$ cat src/rtl/ttx_req_pkg.sv
package ttx_req_pkg;

  localparam int REG_W  = 8;
  localparam int MASK_W = 16;
  localparam int PIX_W  = 11;
  localparam int DIV_W  = 6;
  localparam int CNT_W  = 9;

  localparam logic [REG_W-1:0] PAL_FIRST  = 8'h04;
  localparam logic [REG_W-1:0] PAL_LAST   = 8'h16;
  localparam logic [REG_W-1:0] NTSC_FIRST = 8'h05;
  localparam logic [REG_W-1:0] NTSC_LAST  = 8'h10;

  typedef struct packed {
    logic              sysM;
    logic              protoOld;
    logic              std60;
    logic [REG_W-1:0]  oddFirst;
    logic [REG_W-1:0]  oddLast;
    logic [REG_W-1:0]  evenFirst;
    logic [REG_W-1:0]  evenLast;
    logic [MASK_W-1:0] maskOdd;
    logic [MASK_W-1:0] maskEven;
    logic [PIX_W-1:0]  hStart;
    logic [DIV_W-1:0]  bitDiv;
    logic [CNT_W-1:0]  bitCount;
  } ttxCfg_t;

  typedef struct packed {
    logic slotLoadBit;
    logic slotLoadWin;
    logic slotDec;
    logic leftLoad;
    logic leftDec;
  } ttxStrobe_t;

  typedef struct packed {
    logic lineOk;
    logic atHStart;
    logic slotZero;
    logic leftZero;
    logic protoOld;
    logic noBits;
  } ttxStatus_t;

  typedef enum logic [1:0] {
    ST_IDLE = 2'd0,
    ST_WAIT = 2'd1,
    ST_RUN  = 2'd2
  } ctlState_t;

endpackage

$ cat src/rtl/ttx_req_dp.sv
module ttx_req_dp
  import ttx_req_pkg::*;
#(
  parameter int               LINE_W     = 10,
  parameter int               MASK_BASE  = 7,
  parameter logic [PIX_W-1:0] WIN_EURO   = 11'd360,
  parameter logic [PIX_W-1:0] WIN_NABTS  = 11'd288,
  parameter logic [PIX_W-1:0] WIN_WST    = 11'd296,
  parameter logic [PIX_W-1:0] DEF_HSTART = 11'd48,
  parameter logic [DIV_W-1:0] DEF_DIV    = 6'd4,
  parameter logic [CNT_W-1:0] DEF_CNT    = 9'd45
) (
  input  logic       clk,
  input  logic       rstN,
  input  logic       strapNtsc,
  input  logic       pixEn,
  input  logic       lineStart,
  input  logic       fieldSync,
  input  logic       fieldOdd,
  input  logic       cfgLoad,
  input  ttxCfg_t    cfgIn,
  input  ttxStrobe_t strobe,
  output ttxStatus_t status
);

  localparam int MIDX_W = $clog2(MASK_W);
  localparam logic [LINE_W-1:0] LINE_MAX = '1;
  localparam logic [PIX_W-1:0]  PIX_MAX  = '1;

  ttxCfg_t defCfg, pendCfg, actCfg;

  logic [LINE_W-1:0] lineCnt, nextLine, firstLine, lastLine, palLine, maskOff;
  logic [REG_W-1:0]  selFirst, selLast;
  logic [MASK_W-1:0] selMask;
  logic              oddField, lineOk, inWin, palValid, inMask, masked, okNext;
  logic [PIX_W-1:0]  pixCnt, slotCnt, bitLoad, winLoad;
  logic [DIV_W-1:0]  bitDivEff;
  logic [CNT_W-1:0]  leftCnt;

  // strap-selected reset values
  always_comb begin
    defCfg           = '0;
    defCfg.sysM      = strapNtsc;
    defCfg.oddFirst  = strapNtsc ? NTSC_FIRST : PAL_FIRST;
    defCfg.evenFirst = strapNtsc ? NTSC_FIRST : PAL_FIRST;
    defCfg.oddLast   = strapNtsc ? NTSC_LAST  : PAL_LAST;
    defCfg.evenLast  = strapNtsc ? NTSC_LAST  : PAL_LAST;
    defCfg.hStart    = DEF_HSTART;
    defCfg.bitDiv    = DEF_DIV;
    defCfg.bitCount  = DEF_CNT;
  end

  // pending copy written any time, active copy only at the field boundary
  always_ff @(posedge clk) begin
    if (!rstN)        pendCfg <= defCfg;
    else if (cfgLoad) pendCfg <= cfgIn;
  end

  always_ff @(posedge clk) begin
    if (!rstN)                     actCfg <= defCfg;
    else if (pixEn && fieldSync)   actCfg <= pendCfg;
  end

  // window test for the line about to start
  always_comb begin
    nextLine  = (lineCnt == LINE_MAX) ? lineCnt : lineCnt + 1'b1;
    selFirst  = oddField ? actCfg.oddFirst : actCfg.evenFirst;
    selLast   = oddField ? actCfg.oddLast  : actCfg.evenLast;
    selMask   = oddField ? actCfg.maskOdd  : actCfg.maskEven;
    firstLine = LINE_W'(selFirst) + (actCfg.sysM ? LINE_W'(4) : LINE_W'(1));
    lastLine  = LINE_W'(selLast)  + (actCfg.sysM ? LINE_W'(3) : LINE_W'(0));
    inWin     = (nextLine >= firstLine) && (nextLine <= lastLine);
    palValid  = !actCfg.sysM || (nextLine >= LINE_W'(3));
    palLine   = actCfg.sysM ? nextLine - LINE_W'(3) : nextLine;
    maskOff   = palLine - LINE_W'(MASK_BASE);
    inMask    = palValid && (palLine >= LINE_W'(MASK_BASE)) && (maskOff < LINE_W'(MASK_W));
    masked    = inMask && selMask[maskOff[MIDX_W-1:0]];
    okNext    = inWin && !masked;
  end

  always_ff @(posedge clk) begin
    if (!rstN) begin
      lineCnt  <= '0;
      oddField <= 1'b0;
      lineOk   <= 1'b0;
    end else if (lineStart) begin
      if (fieldSync) begin
        lineCnt  <= '0;
        oddField <= fieldOdd;
        lineOk   <= 1'b0;
      end else begin
        lineCnt  <= nextLine;
        lineOk   <= okNext;
      end
    end
  end

  // horizontal position within the line
  always_ff @(posedge clk) begin
    if (!rstN)                           pixCnt <= '0;
    else if (lineStart)                  pixCnt <= '0;
    else if (pixEn && pixCnt != PIX_MAX) pixCnt <= pixCnt + 1'b1;
  end

  // slot and pulse counters loaded by the control strobes
  always_comb begin
    bitDivEff = (actCfg.bitDiv < DIV_W'(2)) ? DIV_W'(2) : actCfg.bitDiv;
    bitLoad   = PIX_W'(bitDivEff) - 1'b1;
    if (!actCfg.sysM)      winLoad = WIN_EURO - 1'b1;
    else if (actCfg.std60) winLoad = WIN_WST - 1'b1;
    else                   winLoad = WIN_NABTS - 1'b1;
  end

  always_ff @(posedge clk) begin
    if (!rstN) slotCnt <= '0;
    else if (pixEn) begin
      if (strobe.slotLoadBit)      slotCnt <= bitLoad;
      else if (strobe.slotLoadWin) slotCnt <= winLoad;
      else if (strobe.slotDec)     slotCnt <= slotCnt - 1'b1;
    end
  end

  always_ff @(posedge clk) begin
    if (!rstN) leftCnt <= '0;
    else if (pixEn) begin
      if (strobe.leftLoad)     leftCnt <= actCfg.bitCount - 1'b1;
      else if (strobe.leftDec) leftCnt <= leftCnt - 1'b1;
    end
  end

  assign status.lineOk   = lineOk;
  assign status.atHStart = (pixCnt == actCfg.hStart);
  assign status.slotZero = (slotCnt == '0);
  assign status.leftZero = (leftCnt == '0);
  assign status.protoOld = actCfg.protoOld;
  assign status.noBits   = (actCfg.bitCount == '0);

  AST_LINE_RESTART: assert property (@(posedge clk) disable iff (!rstN)
    (pixEn && fieldSync) |=> (lineCnt == '0 && !lineOk)) else $error("line restart");

  AST_CFG_HELD: assert property (@(posedge clk) disable iff (!rstN)
    !(pixEn && fieldSync) |=> $stable(actCfg)) else $error("config moved mid-field");

endmodule

$ cat src/rtl/ttx_req_ctl.sv
module ttx_req_ctl
  import ttx_req_pkg::*;
(
  input  logic       clk,
  input  logic       rstN,
  input  logic       pixEn,
  input  logic       lineStart,
  input  ttxStatus_t status,
  output ttxStrobe_t strobe,
  output logic       ttxReq
);

  ctlState_t state, stateNext;
  logic      reqNext;

  always_comb begin
    strobe    = '0;
    stateNext = state;
    reqNext   = ttxReq;
    if (pixEn) begin
      if (lineStart) begin
        stateNext = ST_WAIT;
        reqNext   = 1'b0;
      end else begin
        unique case (state)
          ST_WAIT: begin
            if (!status.lineOk) begin
              stateNext = ST_IDLE;
            end else if (status.atHStart) begin
              if (!status.protoOld && status.noBits) begin
                stateNext = ST_IDLE;
              end else begin
                stateNext = ST_RUN;
                reqNext   = 1'b1;
                if (status.protoOld) begin
                  strobe.slotLoadWin = 1'b1;
                end else begin
                  strobe.slotLoadBit = 1'b1;
                  strobe.leftLoad    = 1'b1;
                end
              end
            end
          end
          ST_RUN: begin
            if (status.protoOld) begin
              if (status.slotZero) begin
                stateNext = ST_IDLE;
                reqNext   = 1'b0;
              end else begin
                strobe.slotDec = 1'b1;
              end
            end else begin
              reqNext = 1'b0;
              if (status.slotZero) begin
                if (status.leftZero) begin
                  stateNext = ST_IDLE;
                end else begin
                  reqNext            = 1'b1;
                  strobe.slotLoadBit = 1'b1;
                  strobe.leftDec     = 1'b1;
                end
              end else begin
                strobe.slotDec = 1'b1;
              end
            end
          end
          default: begin
            stateNext = ST_IDLE;
            reqNext   = 1'b0;
          end
        endcase
      end
    end
  end

  always_ff @(posedge clk) begin
    if (!rstN) begin
      state  <= ST_IDLE;
      ttxReq <= 1'b0;
    end else begin
      state  <= stateNext;
      ttxReq <= reqNext;
    end
  end

  AST_REQ_CUT: assert property (@(posedge clk) disable iff (!rstN)
    lineStart |=> !ttxReq) else $error("request survived line start");

  AST_BIT_PULSE_SINGLE: assert property (@(posedge clk) disable iff (!rstN)
    (pixEn && ttxReq && !status.protoOld) |=> !ttxReq) else $error("bit pulse too long");

  AST_GAP_HOLD: assert property (@(posedge clk) disable iff (!rstN)
    !pixEn |=> $stable(ttxReq)) else $error("output moved without tick");

  AST_REQ_IN_WINDOW: assert property (@(posedge clk) disable iff (!rstN)
    ttxReq |-> status.lineOk) else $error("request on disabled line");

endmodule

$ cat src/rtl/ttx_req_window.sv
module ttx_req_window
  import ttx_req_pkg::*;
#(
  parameter int               LINE_W     = 10,
  parameter int               MASK_BASE  = 7,
  parameter logic [PIX_W-1:0] WIN_EURO   = 11'd360,
  parameter logic [PIX_W-1:0] WIN_NABTS  = 11'd288,
  parameter logic [PIX_W-1:0] WIN_WST    = 11'd296,
  parameter logic [PIX_W-1:0] DEF_HSTART = 11'd48,
  parameter logic [DIV_W-1:0] DEF_DIV    = 6'd4,
  parameter logic [CNT_W-1:0] DEF_CNT    = 9'd45
) (
  input  logic              clk,
  input  logic              rstN,
  input  logic              strapNtsc,
  input  logic              pixEn,
  input  logic              lineStrobe,
  input  logic              fieldSync,
  input  logic              fieldOdd,
  input  logic              cfgLoad,
  input  logic              cfgSysM,
  input  logic              cfgProtoOld,
  input  logic              cfgStd60,
  input  logic [REG_W-1:0]  cfgOddFirst,
  input  logic [REG_W-1:0]  cfgOddLast,
  input  logic [REG_W-1:0]  cfgEvenFirst,
  input  logic [REG_W-1:0]  cfgEvenLast,
  input  logic [MASK_W-1:0] cfgMaskOdd,
  input  logic [MASK_W-1:0] cfgMaskEven,
  input  logic [PIX_W-1:0]  cfgHStart,
  input  logic [DIV_W-1:0]  cfgBitDiv,
  input  logic [CNT_W-1:0]  cfgBitCount,
  output logic              ttxReq
);

  ttxCfg_t    cfgIn;
  ttxStrobe_t strobe;
  ttxStatus_t status;
  logic       lineStart;

  assign lineStart = pixEn && (lineStrobe || fieldSync);

  always_comb begin
    cfgIn.sysM      = cfgSysM;
    cfgIn.protoOld  = cfgProtoOld;
    cfgIn.std60     = cfgStd60;
    cfgIn.oddFirst  = cfgOddFirst;
    cfgIn.oddLast   = cfgOddLast;
    cfgIn.evenFirst = cfgEvenFirst;
    cfgIn.evenLast  = cfgEvenLast;
    cfgIn.maskOdd   = cfgMaskOdd;
    cfgIn.maskEven  = cfgMaskEven;
    cfgIn.hStart    = cfgHStart;
    cfgIn.bitDiv    = cfgBitDiv;
    cfgIn.bitCount  = cfgBitCount;
  end

  ttx_req_dp #(
    .LINE_W(LINE_W), .MASK_BASE(MASK_BASE),
    .WIN_EURO(WIN_EURO), .WIN_NABTS(WIN_NABTS), .WIN_WST(WIN_WST),
    .DEF_HSTART(DEF_HSTART), .DEF_DIV(DEF_DIV), .DEF_CNT(DEF_CNT)
  ) dp (
    .clk(clk), .rstN(rstN), .strapNtsc(strapNtsc), .pixEn(pixEn),
    .lineStart(lineStart), .fieldSync(fieldSync), .fieldOdd(fieldOdd),
    .cfgLoad(cfgLoad), .cfgIn(cfgIn), .strobe(strobe), .status(status)
  );

  ttx_req_ctl ctl (
    .clk(clk), .rstN(rstN), .pixEn(pixEn), .lineStart(lineStart),
    .status(status), .strobe(strobe), .ttxReq(ttxReq)
  );

endmodule

$ cat config.mk
export PLATFORM = sky130hd
export DESIGN_NAME = ttx_req_window
export DESIGN_NICKNAME = d
export VERILOG_FILES = /design/src/rtl/ttx_req_pkg.sv /design/src/rtl/ttx_req_dp.sv /design/src/rtl/ttx_req_ctl.sv /design/src/rtl/ttx_req_window.sv
export SDC_FILE = /design/constraint.sdc
export NUM_CORES = 1
export LEC_CHECK = 0
export ABC_AREA = 1
export BUFFER_PORTS_ARGS = -buffer_cell sky130_fd_sc_hd__buf_2
export CAP_MARGIN = 20
export CELL_PAD_IN_SITES_DETAIL_PLACEMENT = 1
export CELL_PAD_IN_SITES_GLOBAL_PLACEMENT = 1
export CORE_UTILIZATION = 44
export DETAILED_ROUTE_END_ITERATION = 10
export GPL_TIMING_DRIVEN = 1
export HOLD_SLACK_MARGIN = 0.05
export PLACE_DENSITY_LB_ADDON = 0.1
export REMOVE_ABC_BUFFERS = 1
export SKIP_LAST_GASP = 1
export SLEW_MARGIN = 20
export SYNTH_ARGS = -nofsm -noshare
export SYNTH_HDL_FRONTEND = slang
export SYNTH_HIERARCHICAL = 1
export SYNTH_SLANG_ARGS = --single-unit
$ cat constraint.sdc
create_clock -name clk -period 3.55 [get_ports clk]
set_input_delay 0.1775 -clock clk [delete_from_list [all_inputs] [get_ports clk]]
set_output_delay 0.1775 -clock clk [all_outputs]
set_load 0.01 [all_outputs]
# --- Word-level counts from Yosys, hierarchy flattened ---
# Cells that the tools add are included.
word_totals:
  regBits: 232
  latch_bits: 0
  ram_bits: 0
  romBits: 0
  input_bits: 101
  out_inout_bits: 1
  elab_cells: 149
  mem_count: 0
classes:
  addsub: 10
  n_mul: 0
  n_div: 0
  n_lt_le_gt_ge: 7
  n_eq_ne: 14
  shift: 0
  muxes: 60
  n_bitwise: 1
  reduce_logical: 25
ops:
  columns: ["operator", "n"]
  rows:
  - ["two-way mux 93 bit", 4]
  - ["two-way mux 11 bit", 4]
  - ["two-way mux 10 bit", 3]
  - ["two-way mux 2 bit", 12]
  - ["two-way mux 1 bit", 22]
  - ["adder 8 x 10 -> 10 bit", 2]
  - ["logical NOT 9 bit", 2]
  - ["two-way mux 9 bit", 2]
  - ["subtractor 9 x 1 -> 9 bit (second input constant)", 2]
  - ["two-way mux 16 bit", 1]
  - ["two-way mux 8 bit", 2]
  - ["two-way mux 6 bit", 2]
  - ["inequality test 4 x 2 -> 1 bit (second input constant)", 3]
  - ["adder 11 x 1 -> 11 bit (second input constant)", 1]
  - ["equality test 11 bit", 1]
  - ["logical NOT 11 bit", 1]
  - ["inequality test 11 bit (second input constant)", 1]
  - ["subtractor 11 x 1 -> 11 bit (second input constant)", 1]
  - ["adder 10 x 1 -> 10 bit (second input constant)", 1]
  - ["equality test 10 bit (second input constant)", 1]
  - ["greater-or-equal comparator 10 bit", 1]
  - ["greater-or-equal comparator 10 x 2 -> 1 bit (second input constant)", 1]
  - ["greater-or-equal comparator 10 x 3 -> 1 bit (second input constant)", 1]
  - ["less-or-equal comparator 10 bit", 1]
  - ["other kinds (26)", 45]

# --- Depth between registers and ports, before layout ---
depth:
  depth_word: 11
  mapped_depth: 23
  ltp_nobuf: 21

# --- Cells and area by module ---
# The synthesis kept the hierarchy.
modules_own_cells:
  columns: ["module", "n_inst", "cells_each", "area_each_um2", "seq_area_each_um2"]
  rows:
  - ["ttx_req_dp", 1, 1363, 10689.0, 5245.0]
  - ["ttx_req_ctl", 1, 59, 325.3, 60.1]
  - ["ttx_req_window", 1, 3, 11.3, 0.0]

# --- Worst setup path after synthesis ---
# OpenSTA, ideal clock, no wires.
synth_timing:
  path_kind: "register to register"
  startpoint: "register dp.oddField"
  endpoint: "register dp.lineOk"
  setup_time_ns: 0.113
  arrival_ns: 3.052
  t_required_ns: 3.437
  path_slack_ns: 0.385
  path_stages_with_launch: 22
  n_path_buf: 3
  period_less_slack_ns: 3.165
  cell_sequence: "dfxtp_1 > buf_2 > buf_2 > buf_2 > mux2_2 > ha_1 > nand3_1 > nand2_1 > nand3_1 > nor3_1 > xor2_1 > ha_1 > nand2_1 > nor3_1 > o21ai_0 > nor2_1 > a21boi_0 > nand2_1 > a21oi_1 > nor2_1 > nand3_1 > nand2_1"
synth_via:
  elab_chain_len: 7
  word_cells_on_any_way: 14
  cone_classes: "2 x add/sub; 2 x order compare; 6 x mux; 4 x reduce/logical"
synth_rtl:
  columns: ["element", "line_no", "rtl"]
  rows:
  - ["start: declaration", "ttx_req_dp.sv:35", "logic oddField, lineOk, inWin, palValid, inMask, masked, okNext;"]
  - ["start signal: assignment", "ttx_req_dp.sv:89", "oddField <= fieldOdd;"]
  - ["parallel branches: the longest is 5 deep, another holds adder 8 x 10 -> 10 bit", null, null]
  - ["logical AND 1 bit *", "ttx_req_dp.sv:78", "okNext = inWin && !masked;"]
  - ["two-way mux 1 bit *", "ttx_req_dp.sv:87", "if (fieldSync) begin"]
  - ["end signal: assignment", "ttx_req_dp.sv:93", "lineOk <= okNext;"]
  - ["end: declaration", "ttx_req_dp.sv:35", null]
# Mark *: on every way between the ends. The select of a mux whose other input is x is not followed.
# A chain may end at the register's enable or synchronous reset.

==> results.cfg <==
[timing]
timing.final.crit_period_ns = 3.18
worst-slew-pin-transition_ns = 0.912
slew_headroom_pct = 39.2
hold_viol_final = 0
fmax_ghz = 0.314
fin_tns_setup_ns = 0
setup_viol = 0
period_share_pct = 89.7
slew_viol_final = 0
fin_hold_ws_ns = 0.112
finClkSkew_ns = 0.0171
rsz0062_at_grt = true

[synthesis]
ys_warn_count = 6
synth_top_area_share_pct = 30.1
synth_seq_cells = 232
synth_top_cells_by_area = dfxtp_1, edfxtp_1, nand2_1
synth_flop_cell = dfxtp_1
synth_area_um2 = 11000
yosysSeqAreaShare_pct = 48.1
syn_inst = 1425
ys_types = 49
async_flop_share_pct = 0
syn_area_per_cell_um2 = 7.74
synth_edf_count = 66
synth_top_area_cell = dfxtp_1

[pwr]
peakVddDrop_uv = 443
p_clk_share_pct = 43.1
p_sw_share_pct = 24.9
p_sw_mw = 1.57
power.density_nw_per_um2 = 455
pwr-share-seq_pct = 45.9
p_leak_nw = 6.14
p_int_mw = 4.74
p_comb_share_pct = 11.1

[routing]
routed_via_density = 5.01
drt.antenna.violating_nets = 0
wire_per_inst_um = 15.8
num_vias = 9887
drc = 0
drt_pass1_iterations = 4
drt_iter0_markers = 440
drt-total-wl_um = 31200

[die]
core_area_um2 = 24500
rows = 57
io_pins = 102
dieWidth_um = 160
die_area_um2 = 25700
initial_core_util_pct = 45.1
die_h_um = 160

[min_path]
min_path_type = input port to flop

[setup_path]
cpMostUsedCell = nand2_1
crit_slowest_cell = dfxtp_1
crit_type = flop to flop
worstSetupStartpointType = flop
max_stage_delay_ns = 0.34
crit_fanout = 7
arrival_ns = 3.61
cp.required_ns = 3.97
path_cells = or2_2 -> a21oi_1 -> nand3_1 -> nor4_4 -> nand2_1 -> nor3_1 -> nand3_1 -> inv_2 -> nand2_1 -> o21ai_0 -> ha_1 -> nand2_1 -> nor2_1 -> nand2_1 -> nor2_2 -> a31oi_1 -> o221ai_1 -> inv_1
crit_path_end_kind = flop

[outcome]
outcome = completed

[global_routing]
grt_pass1_wl_um = 52300
grt.total_usage_pct = 25.0
grt_max_degree = 87
grt_pass1_vias = 10487
gr-total-overflow = 0
antenna_found_initial = 0

[placed_design]
portBuffers = 101
placed_cell_area_um2 = 11900
gp_congestion = 0.841
dp_hpwl_um = 19900

[cells_and_area]
utilization_pct = 56.7
fillers = 3064
final_cell_area_um2 = 13900
final_cell_mix = nand2_1, inv_1, dfxtp_1
final_net_count = 1759
multiInputGateArea_um2 = 4610
diodes = 0
areaGrowthSynthToFinish_pct = 25.8
drive_gt1_share_pct = 13.6
seq_area_um2 = 5310
final_common_cell = nand2_1

[clocking]
clk_path_buf_depth = 3
path_clk_slew_ns = 0.06
numCtsBuffers = 26
cts-root-buf = clkbuf_16
cts_tree = yes
cts.sinks = 232
h-tree-depth = 1
clk_latency_ns = 0.54

[flow_run]
drv_cap = 0
-- cell usage after synthesis, drive strengths merged, types with 2 or more instances --
cell / instances
o21ai: 128
nand3: 74
a21oi: 62
nor2: 151
mux2: 6
a21boi: 2
nand2: 305
a31oi: 6
a22oi: 6
nor3: 15
xor2: 13
edfxtp: 66
a22o: 2
clkbuf: 39
inv: 254
o211ai: 5
ha: 25
a31o: 2
or2: 5
mux2i: 3
nor4: 3
a221oi: 5
o22ai: 34
dfxtp: 166
o221ai: 2
nand4: 17
xnor2: 12
buf: 8
-- registers in the layout (all words and copies together) (netlist names) --
register and cells:
ctl/state 2, dp/pendCfg 93, dp/leftCnt 9, dp/pixCnt 11, ctl/ttxReq 1, dp/lineOk 1
dp/actCfg 92, dp/oddField 1, dp/slotCnt 11, dp/lineCnt 10, dp/status 1
-- through the flow --
| stage | power (mW) | worst slack, ns | cells |
|---|---|---|---|
| finish | 6.31 | 0.367 | 1974 |
| global route | 6.58 | -0.0271 | 1974 |
| CTS | 6.36 | 0.0515 | 1973 |
| detailed placement | 3.55 | 0.0642 | 1824 |
| global placement | 3.53 | 0.306 | 1824 |
| floorplan | 3.33 | -0.0270 | 1378 |
-- final timing paths --
path | slack [ns] | startpoint | cells after the start | endpoint
hold / removal | 0.11 | strapNtsc | 3 | dp/actCfg[92]
setup / recovery | 0.37 | dp/pixCnt[9] | 18 | dp/leftCnt[8]
hold reg to reg | 0.46 | dp/pendCfg[19] | 2 | dp/pendCfg[19]
setup reg to reg | 0.37 | dp/pixCnt[9] | 18 | dp/leftCnt[8]
-- timing repair --
action / in CTS / in global routing
setup buffers: 0 / 1
hold endpoints to repair: 100 / 0
setup endpoints to repair: 0 / 17
gates resized for setup: 0 / 9
hold buffers: 103 / 0
-- power by group through the flow --
stage	registers (mW)	logic (mW)	clock network, mW
finish	2.90	0.699	2.72
global route	2.91	0.791	2.88
CTS	2.90	0.692	2.77
detailed placement	2.95	0.598	0
global placement	2.94	0.582	0
floorplan	2.94	0.382	0
-- worst max-delay path, delay by kind of cell (launching register included) --
kind / cells / cell delay [ns]
AOI/OAI and AO/OA: 4 / 0.58
adders and majority gates: 1 / 0.23
buffers and inverters: 2 / 0.22
DFF: 1 / 0.34
and+or+nand+nor: 11 / 1.71
-- final cells by class --
cell class | count | share of cell area, %
flip-flops and latches | 232 | 38.3
well taps | 324 | 2.92
repair buffers | 226 | 12.4
multi-input cells | 891 | 33.2
clock inverters | 12 | 0.929
clock buffers | 34 | 5.29
inverters | 255 | 6.91
-- layer usage --
metal	GRT usage, %	part of all wire [%]
met4	5.71	2.1
met1	32.3	47
met3	2.87	2.6
met5	0	0
met2	44.7	49
-- cells by family after synthesis --
group / Yosys count / synth area share [%]
simple gates: 572 / 22.6
compound gates: 259 / 13.0
mux: 9 / 0.885
xor+xnor: 25 / 1.99
flops: 232 / 48.1
buf+inv: 302 / 10.4
fa+ha+maj: 26 / 3.02
(Power assumes the default switching activity.)
